## config.mk

```make
export PLATFORM = sky130hd
export DESIGN_NAME = rom_search_step
export DESIGN_NICKNAME = d
export VERILOG_FILES = /design/src/rtl/rom_search_step.sv
export SDC_FILE = /design/constraint.sdc
export NUM_CORES = 1
export LEC_CHECK = 0
export BUFFER_PORTS_ARGS = -buffer_cell sky130_fd_sc_hd__buf_4
export CAP_MARGIN = 0
export CORE_AREA = 10 10 47 49
export CTS_CLUSTER_DIAMETER = 80
export DETAILED_ROUTE_END_ITERATION = 12
export DIE_AREA = 0 0 57 59
export GPL_TIMING_DRIVEN = 0
export PLACE_DENSITY = 0.65
export SYNTH_ARGS = -nofsm -noshare
export SYNTH_HDL_FRONTEND = slang
export SYNTH_SLANG_ARGS = --single-unit
```

## constraint.sdc

```tcl
create_clock -name clk -period 1.3 [get_ports clk]
set_input_delay 0.065 -clock clk [delete_from_list [all_inputs] [get_ports clk]]
set_output_delay 0.065 -clock clk [all_outputs]
set_load 0.02 [all_outputs]
```

## src/rtl/rom_search_step.sv

```systemverilog
module rom_search_step (
  input  logic       clk,
  input  logic       rst_n,
  input  logic       start_i,
  input  logic       pref_dir_i,
  output logic       slot_req_o,
  output logic       slot_val_o,
  input  logic       slot_done_i,
  input  logic       slot_bit_i,
  output logic       busy_o,
  output logic       done_o,
  output logic [2:0] result_o
);

  typedef enum logic [1:0] {S_IDLE, S_ID, S_CMP, S_DIR} st_t;

  st_t        st;
  logic       pref_q;
  logic       id_q;
  logic [2:0] res_q;
  logic       dir_w;

  // in S_CMP, slot_bit_i is the complement bit
  assign dir_w  = (id_q | slot_bit_i) ? id_q : pref_q;
  assign busy_o = (st != S_IDLE);

  always_ff @(posedge clk) begin
    if (!rst_n) begin
      st         <= S_IDLE;
      pref_q     <= 1'b0;
      id_q       <= 1'b0;
      res_q      <= 3'b000;
      result_o   <= 3'b000;
      slot_req_o <= 1'b0;
      slot_val_o <= 1'b0;
      done_o     <= 1'b0;
    end else begin
      slot_req_o <= 1'b0;
      done_o     <= 1'b0;
      case (st)
        S_IDLE: if (start_i) begin
          pref_q     <= pref_dir_i;
          slot_req_o <= 1'b1;
          slot_val_o <= 1'b1;
          st         <= S_ID;
        end
        S_ID: if (slot_done_i) begin
          id_q       <= slot_bit_i;
          slot_req_o <= 1'b1;
          slot_val_o <= 1'b1;
          st         <= S_CMP;
        end
        S_CMP: if (slot_done_i) begin
          if (id_q && slot_bit_i) begin
            result_o <= 3'b011;
            done_o   <= 1'b1;
            st       <= S_IDLE;
          end else begin
            res_q      <= {dir_w, slot_bit_i, id_q};
            slot_req_o <= 1'b1;
            slot_val_o <= dir_w;
            st         <= S_DIR;
          end
        end
        S_DIR: if (slot_done_i) begin
          result_o <= res_q;
          done_o   <= 1'b1;
          st       <= S_IDLE;
        end
        default: st <= S_IDLE;
      endcase
    end
  end

  p_req_pulse_r8: assert property (@(posedge clk) disable iff (!rst_n)
    slot_req_o |=> !slot_req_o);

  p_done_pulse_r10: assert property (@(posedge clk) disable iff (!rst_n)
    done_o |=> !done_o);

  p_result_hold_r10: assert property (@(posedge clk) disable iff (!rst_n)
    !done_o |-> $stable(result_o));

  p_read_val_r2: assert property (@(posedge clk) disable iff (!rst_n)
    (slot_req_o && (st == S_ID || st == S_CMP)) |-> slot_val_o);

  p_err_code_r4: assert property (@(posedge clk) disable iff (!rst_n)
    (done_o && result_o[1:0] == 2'b11) |-> !result_o[2]);

  p_one_valid_r6: assert property (@(posedge clk) disable iff (!rst_n)
    (done_o && (result_o[0] ^ result_o[1])) |-> (result_o[2] == result_o[0]));

  p_idle_quiet_r9: assert property (@(posedge clk) disable iff (!rst_n)
    (done_o) |-> !busy_o);

endmodule

```

==> metrics.cfg, run 1 <==
[detailed_routing]
first_pass_iters = 4
drc_errors = 0
ant_nets = 0
viasPerCell = 5.425
finalWirelength_um = 1269
routed-via-count = 472
wire_per_inst_um = 14.59
drtIter0Drc = 10

[clock_network]
clk-insertion-delay-late_ns = 0.28
ctsHtreeMaxLevel = 1
numCtsBuffers = 3
cts_tree = built
cts_setup_buffers = 0
cts_buffer_depth = 2
path_clk_slew_ns = 0.08
clock-sinks = 13
clockRootBuffer = clkbuf_4

[layout]
final_cell_area_um2 = 721.9
multiInputGateArea_um2 = 287.8
diodes = 0
regArea_um2 = 264.0
nets = 78
drive_above_1_share_pct = 38.03
fillers = 140
area_growth_pct = 27.65
instances_no_fill = 87

[sta]
max_freq_ghz = 0.7961
hold_viol = 0
final.min_clock_period_ns = 1.256
setup_viol_count_final = 0
holdWs_ns = 0.04753
fin_crit_sh_pct = 96.62
finalClockSkew_ns = 0.001702
fin_tns_setup_ns = 0
slew_violations = 0
tightest_slew_ns = 0.3854
relSlewSlack_pct = 74.31

[logic_synthesis]
avgSynthCellArea_um2 = 10.10
ys_seq_elements = 13
synth-simple-area-share_pct = 22.79
async_flop_share_pct = 0
netlist_instances = 56
synth_cell_type_count = 29
synthAdderAreaFrac_pct = 0
synth_top_area_cell = dfxtp_1
synth_edf_count = 0
synthTopCellsByArea = dfxtp_1, mux2i_1, a21boi_0
synthMuxAreaShare_pct = 5.310
synth_top_family_by_area = simple AND/OR/NAND/NOR gates
ys_warn_count = 0
synth_xor_xnor_area_share_pct = 0
synth_top_area_share_pct = 46.02
synth_compound_area_share_pct = 21.02
netlist_area_um2 = 565.5
synth_ff_type = dfxtp_1
ys_seq_area_share_pct = 46.02
syn_nets = 62

[place]
dp_cells = 83
gp_congestion = 0.8039
port_buffers = 11
dp_hpwl_um = 853
placed_cell_area_um2 = 668.1

[setup_path]
crit_chain = buf_6 > or2_2 > buf_6
cp-end-kind = output port
cp_common_cell = buf_6
worstSetupPathType = flip-flop to output port
reg2reg_depth = 3
critPathRequiredTime_ns = 1.24
start_kind = flip-flop
reg2reg_from = id_q$_SDFFE_PN0P_
arrival_ns = 1.19
slowest_stage = dfxtp_2
cpPeakStageDelay_ns = 0.34
cp_max_fo = 10
reg2reg_setup_slack_ns = 0.08
reg2reg_to = result_o[0]$_SDFFE_PN0P_

[floorplanning]
start_util_pct = 40.36
core-area_um2 = 1401
die_area_um2 = 3363
rows = 14
die_x_um = 57
pin_count = 13
fp.dieH_um = 59

[hold_path]
min_to = res_q[2]$_SDFFE_PN0P_
hold_path_class = input pin to flip-flop
holdPathStages = 3
min_from = rst_n

[grt]
grt_max_degree = 11
grt_antenna_before_repair = 0
grt.overflow.total = 0
grt_pass1_vias = 475
grt_usage_pct = 8.109
grt_first_pass_wirelength_um = 2194

[power_and_ir_drop]
power_frac_comb_pct = 18.5
peakVddDrop_mv = 0.5920
power_density_nw_per_um2 = 1159
cellLeakagePower_uw = 0.0003239
pwr-share-seq_pct = 51.5
p_int_uw = 612.7
power_uw = 836.6
clkPwrFrac_pct = 30.0
switching_share_pct = 26.76
p_switching_uw = 223.9

[outcome]
run_status = finished clean

[job]
max-cap-violations = 0

## Yosys cell counts (2+ instances only)
master	count
dfxtp_1	13
a21boi_0	3
mux2i_1	3
nand4_1	3
nor2_1	3
nor2b_1	3
o21ai_0	3
nor3b_1	2
o211a_1	2
or4_1	2
## cell usage in the layout, fill, tap and decap left out
| cell type | instances |
|---|---|
| buf_6 | 4 |
| o41ai_2 | 1 |
| nor2b_1 | 3 |
| buf_4 | 10 |
| a21boi_0 | 3 |
| a31oi_1 | 1 |
| or2_2 | 1 |
| o21ba_2 | 1 |
| dfxtp_1 | 10 |
| and2_1 | 1 |
| a21o_1 | 1 |
| or4_1 | 2 |
| nand2_2 | 1 |
| clkbuf_1 | 2 |
| nor2_1 | 3 |
| nor3b_1 | 2 |
| o211a_1 | 2 |
| o22ai_1 | 1 |
| nand4_1 | 3 |
| a21oi_2 | 1 |
| and3_1 | 1 |
| a21oi_1 | 1 |
| mux2i_1 | 3 |
| nand2_4 | 1 |
| o31a_1 | 1 |
| dfxtp_2 | 3 |
| clkbuf_4 | 3 |
| o21ai_0 | 3 |
| and2b_2 | 1 |
| nand3b_1 | 1 |
## worst max-delay path, delay by kind of cell, from the launching register on
| kind | cells | cell delay (ns) |
|---|---|---|
| buf+inv | 2 | 0.27 |
| flops | 1 | 0.34 |
| simple gates | 1 | 0.30 |
## how the worst max path moves through the flow
stage	from	to	slack, ns	cells past startpoint
global route	st[1]$_SDFFE_PN0P_	busy_o	-0.01	3
global placement	st[0]$_SDFFE_PN0P_	result_o[0]$_SDFFE_PN0P_	-0.01	4
finish	st[1]$_SDFFE_PN0P_	busy_o	0.04	3
CTS	st[1]$_SDFFE_PN0P_	result_o[0]$_SDFFE_PN0P_	0.02	4
floorplan	st[0]$_SDFFE_PN0P_	result_o[0]$_SDFFE_PN0P_	0.11	4
detailed placement	st[0]$_SDFFE_PN0P_	result_o[1]$_SDFFE_PN0P_	-0.03	4
## state kept, by name, indices dropped and copies added, names as in the netlist
signal and flops:
res_q 3, slot_req_o 1, result_o 3, done_o 1, pref_q 1, st 2, id_q 1, slot_val_o 1
## power groups by stage
stage / sequential (uW) / combinational (uW) / clock, uW
after global placement: 437 / 143 / 0
after CTS: 428 / 147 / 259
final: 431 / 155 / 251
after detailed placement: 437 / 143 / 0
after global routing: 433 / 172 / 284
after floorplan: 446 / 85.5 / 0
## kinds of logic after synthesis
group	count (synthesis)
AND/OR/NAND/NOR	20
AO/OA/AOI/OAI	16
flip-flops	13
buffers and inverters	4
multiplexers	3
## metal layers
layer  global-route usage (%)  vias up  part of all wire, %  wire (um)
li1                         -      235                    -          -
met2                    12.87       11                   50        633
met3                    4.721        4                  5.3         67
met4                    3.020        0                  1.4         18
met1                    8.753      222                   43        550
met5                        0        -                    0          0
## per-stage QoR
stage / utilization (%) / setup slack (ns)
finish: 51.52 / 0.04388
global route: 51.52 / -0.01065
CTS: 50.00 / 0.01527
detailed placement: 47.68 / -0.02551
global placement: 47.68 / -0.01005
floorplan: - / 0.1059
## final cells by class
type / instances / area share, %
flip-flops and latches: 13 / 36.57
well taps: 16 / 2.773
clock buffers: 4 / 3.640
multi-input cells: 39 / 39.86
repair buffers: 11 / 11.96
plain buffers: 4 / 5.199
## repair_timing
item | in CTS | in global routing
endpoints found under the setup margin | 3 | 4
hold buffers | 0 | 0
gates resized for setup | 2 | 7
cloned | 0 | 0
(Power assumes the default switching activity.)
==> run 2, diff against run 1 <==
Settings changed: RECOVER_POWER from default to 50, SLEW_MARGIN from default to 5.
==> run 2 against run 1 <==
Against the previous run:
- hold slack improved by 0.00061 ns
- clock skew up 0.00064 ns
- power down 0.95%
- maximum frequency about the same
- design area decreased by 3.1%
- utilization decreased by 1.6 points
- combinational power fell by 5%
- critical path type unchanged
==> metrics.cfg, run 2 (synthesized netlist as in run 1, its figures left out) <==
[outcome]
run_status = finished clean  ; unchanged

[detailed_routing]
drc_errors = 0  ; unchanged
routed-via-count = 477  ; was 472
wire_per_inst_um = 14.60  ; was 14.59 um
viasPerCell = 5.483  ; was 5.425
drtIter0Drc = 12  ; was 10
ant_nets = 0  ; unchanged
finalWirelength_um = 1270  ; was 1269 um
first_pass_iters = 4  ; unchanged

[sta]
final.min_clock_period_ns = 1.255  ; was 1.256 ns
max_freq_ghz = 0.7967  ; was 0.7961 GHz
fin_crit_sh_pct = 96.56  ; was 96.62%
worst_slack_ns = 0.04477  ; was 0.04388 ns
hold_viol = 0  ; unchanged
tightest_slew_ns = 0.3890  ; was 0.3854 ns
setup_viol_count_final = 0  ; unchanged
finalClockSkew_ns = 0.002343  ; was 0.001702 ns
relSlewSlack_pct = 74.06  ; was 74.31%
slew_violations = 0  ; unchanged

[power_and_ir_drop]
power_uw = 828.7  ; was 836.6 uW
cellLeakagePower_uw = 0.0002990  ; was 0.0003239 uW
peakVddDrop_mv = 0.5893  ; was 0.5920 mV
power_density_nw_per_um2 = 1185  ; was 1159 nW/um2

[hold_path]
hold_path_class = input pin to flip-flop  ; unchanged

[setup_path]
crit_chain = buf_6 > or2_2 > buf_6  ; unchanged
critPathRequiredTime_ns = 1.24  ; about the same
slowest_stage = dfxtp_2  ; unchanged
cp_common_cell = buf_6  ; unchanged
worstSetupPathType = flip-flop to output port  ; unchanged
cp_max_fo = 10  ; unchanged
arrival_ns = 1.19  ; about the same
cp-end-kind = output port  ; unchanged
start_kind = flip-flop  ; unchanged
cpPeakStageDelay_ns = 0.34  ; about the same

[floorplanning]
core-area_um2 = 1401  ; unchanged
fp.dieH_um = 59  ; unchanged
rows = 14  ; unchanged
die_area_um2 = 3363  ; unchanged
pin_count = 13  ; unchanged
die_x_um = 57  ; unchanged
start_util_pct = 40.36  ; unchanged

[clock_network]
path_clk_slew_ns = 0.08  ; about the same
cts_buffer_depth = 2  ; unchanged
clockRootBuffer = clkbuf_4  ; unchanged
clock-sinks = 13  ; unchanged
clk-insertion-delay-late_ns = 0.28  ; about the same
cts_tree = built  ; unchanged
ctsHtreeMaxLevel = 1  ; unchanged
numCtsBuffers = 3  ; unchanged
cts_hold_buf = 0  ; unchanged

[layout]
area_growth_pct = 23.67  ; was 27.65%
layout_common_cells = dfxtp_1, clkbuf_1, buf_6, buf_4  ; was dfxtp_1, buf_4, buf_6
diodes = 0  ; unchanged
reg.largest.list = res_q (3), result_o (3), st (2)  ; unchanged
mostFrequentLayoutCell = dfxtp_1
nets = 78  ; unchanged
drive_above_1_share_pct = 29.58  ; was 38.03%
instances_no_fill = 87  ; unchanged

[place]
dp_slack_ns = -0.02551  ; unchanged
gp_congestion = 0.8039  ; unchanged
dp_hpwl_um = 853  ; unchanged
dp_cells = 83  ; unchanged
port_buffers = 11  ; unchanged

[grt]
grt.overflow.total = 0  ; unchanged
grt_first_pass_wirelength_um = 2194  ; unchanged
grt_pass1_vias = 475  ; unchanged
grt_antenna_before_repair = 0  ; unchanged
grt_usage_pct = 8.109  ; unchanged
grt_max_degree = 11  ; unchanged

[job]
max-cap-violations = 0  ; unchanged

[run 2: cell types whose count changed in the layout (fill, tap and decap cells not counted), sizes merged]
cell	change
buf	-6
clkbuf	+6
[run 2: per-stage QoR]
| stage | area, um2 | util, % | TNS (ns) | hold WS [ns] |
|---|---|---|---|---|
| floorplan | 565.5 | - | 0 | 0.2063 |
| global placement | 668.1 | 47.68 | -0.01856 | 0.3283 |
| detailed placement | 668.1 | 47.68 | -0.04671 | 0.3327 |
| CTS | 700.7 | 50.00 | 0 | 0.04776 |
| global route | 699.4 | 49.91 | -0.01065 | 0.05052 |
| finish | 699.4 | 49.91 | 0 | 0.04814 |
[run 2: timing repair]
item                       in CTS  in global routing
cloned                          0                  0
resized for setup               2                  7
buffers inserted                0                  0
setup endpoints to repair       3                  4
[run 2: final timing paths]
kind,from,end,slack (ns),cells past startpoint
max reg2reg,id_q$_SDFFE_PN0P_,result_o[0]$_SDFFE_PN0P_,0.08,3
min,rst_n,res_q[2]$_SDFFE_PN0P_,0.05,3
min reg2reg,res_q[1]$_SDFFE_PN0P_,res_q[1]$_SDFFE_PN0P_,0.48,2
max,st[1]$_SDFFE_PN0P_,busy_o,0.04,3
[run 2: where the power goes]
group	internal, uW	leakage, uW	total [uW]	switching, uW
Clock	119	0.0000150	250	131
Sequential	418	0.000107	430	12.1
Combinational	68.8	0.000177	148	79.3
[run 2: area by class of cell]
class | instances | area [um2]
multi-input cells | 39 | 287.8
well taps | 16 | 20.02
plain buffers | 4 | 37.54
fillers | 140 | 701.9
repair buffers | 11 | 63.81
clock buffers | 4 | 26.28
flip-flops and latches | 13 | 264.0
[run 2: routing by layer]
metal  up-vias  routed length [um]  GRT usage [%]
met1       224                 546          8.753
met2        13                 621          12.87
met4         0                  18          3.020
met3         4                  83          4.721
met5         -                   0              0
li1        236                   -              -
[run 2: critical path, delay by kind of cell (launching register included)]
family                 cells  cell delay, ns
buffers and inverters      2            0.27
AND/OR/NAND/NOR            1            0.30
flip-flops                 1            0.34
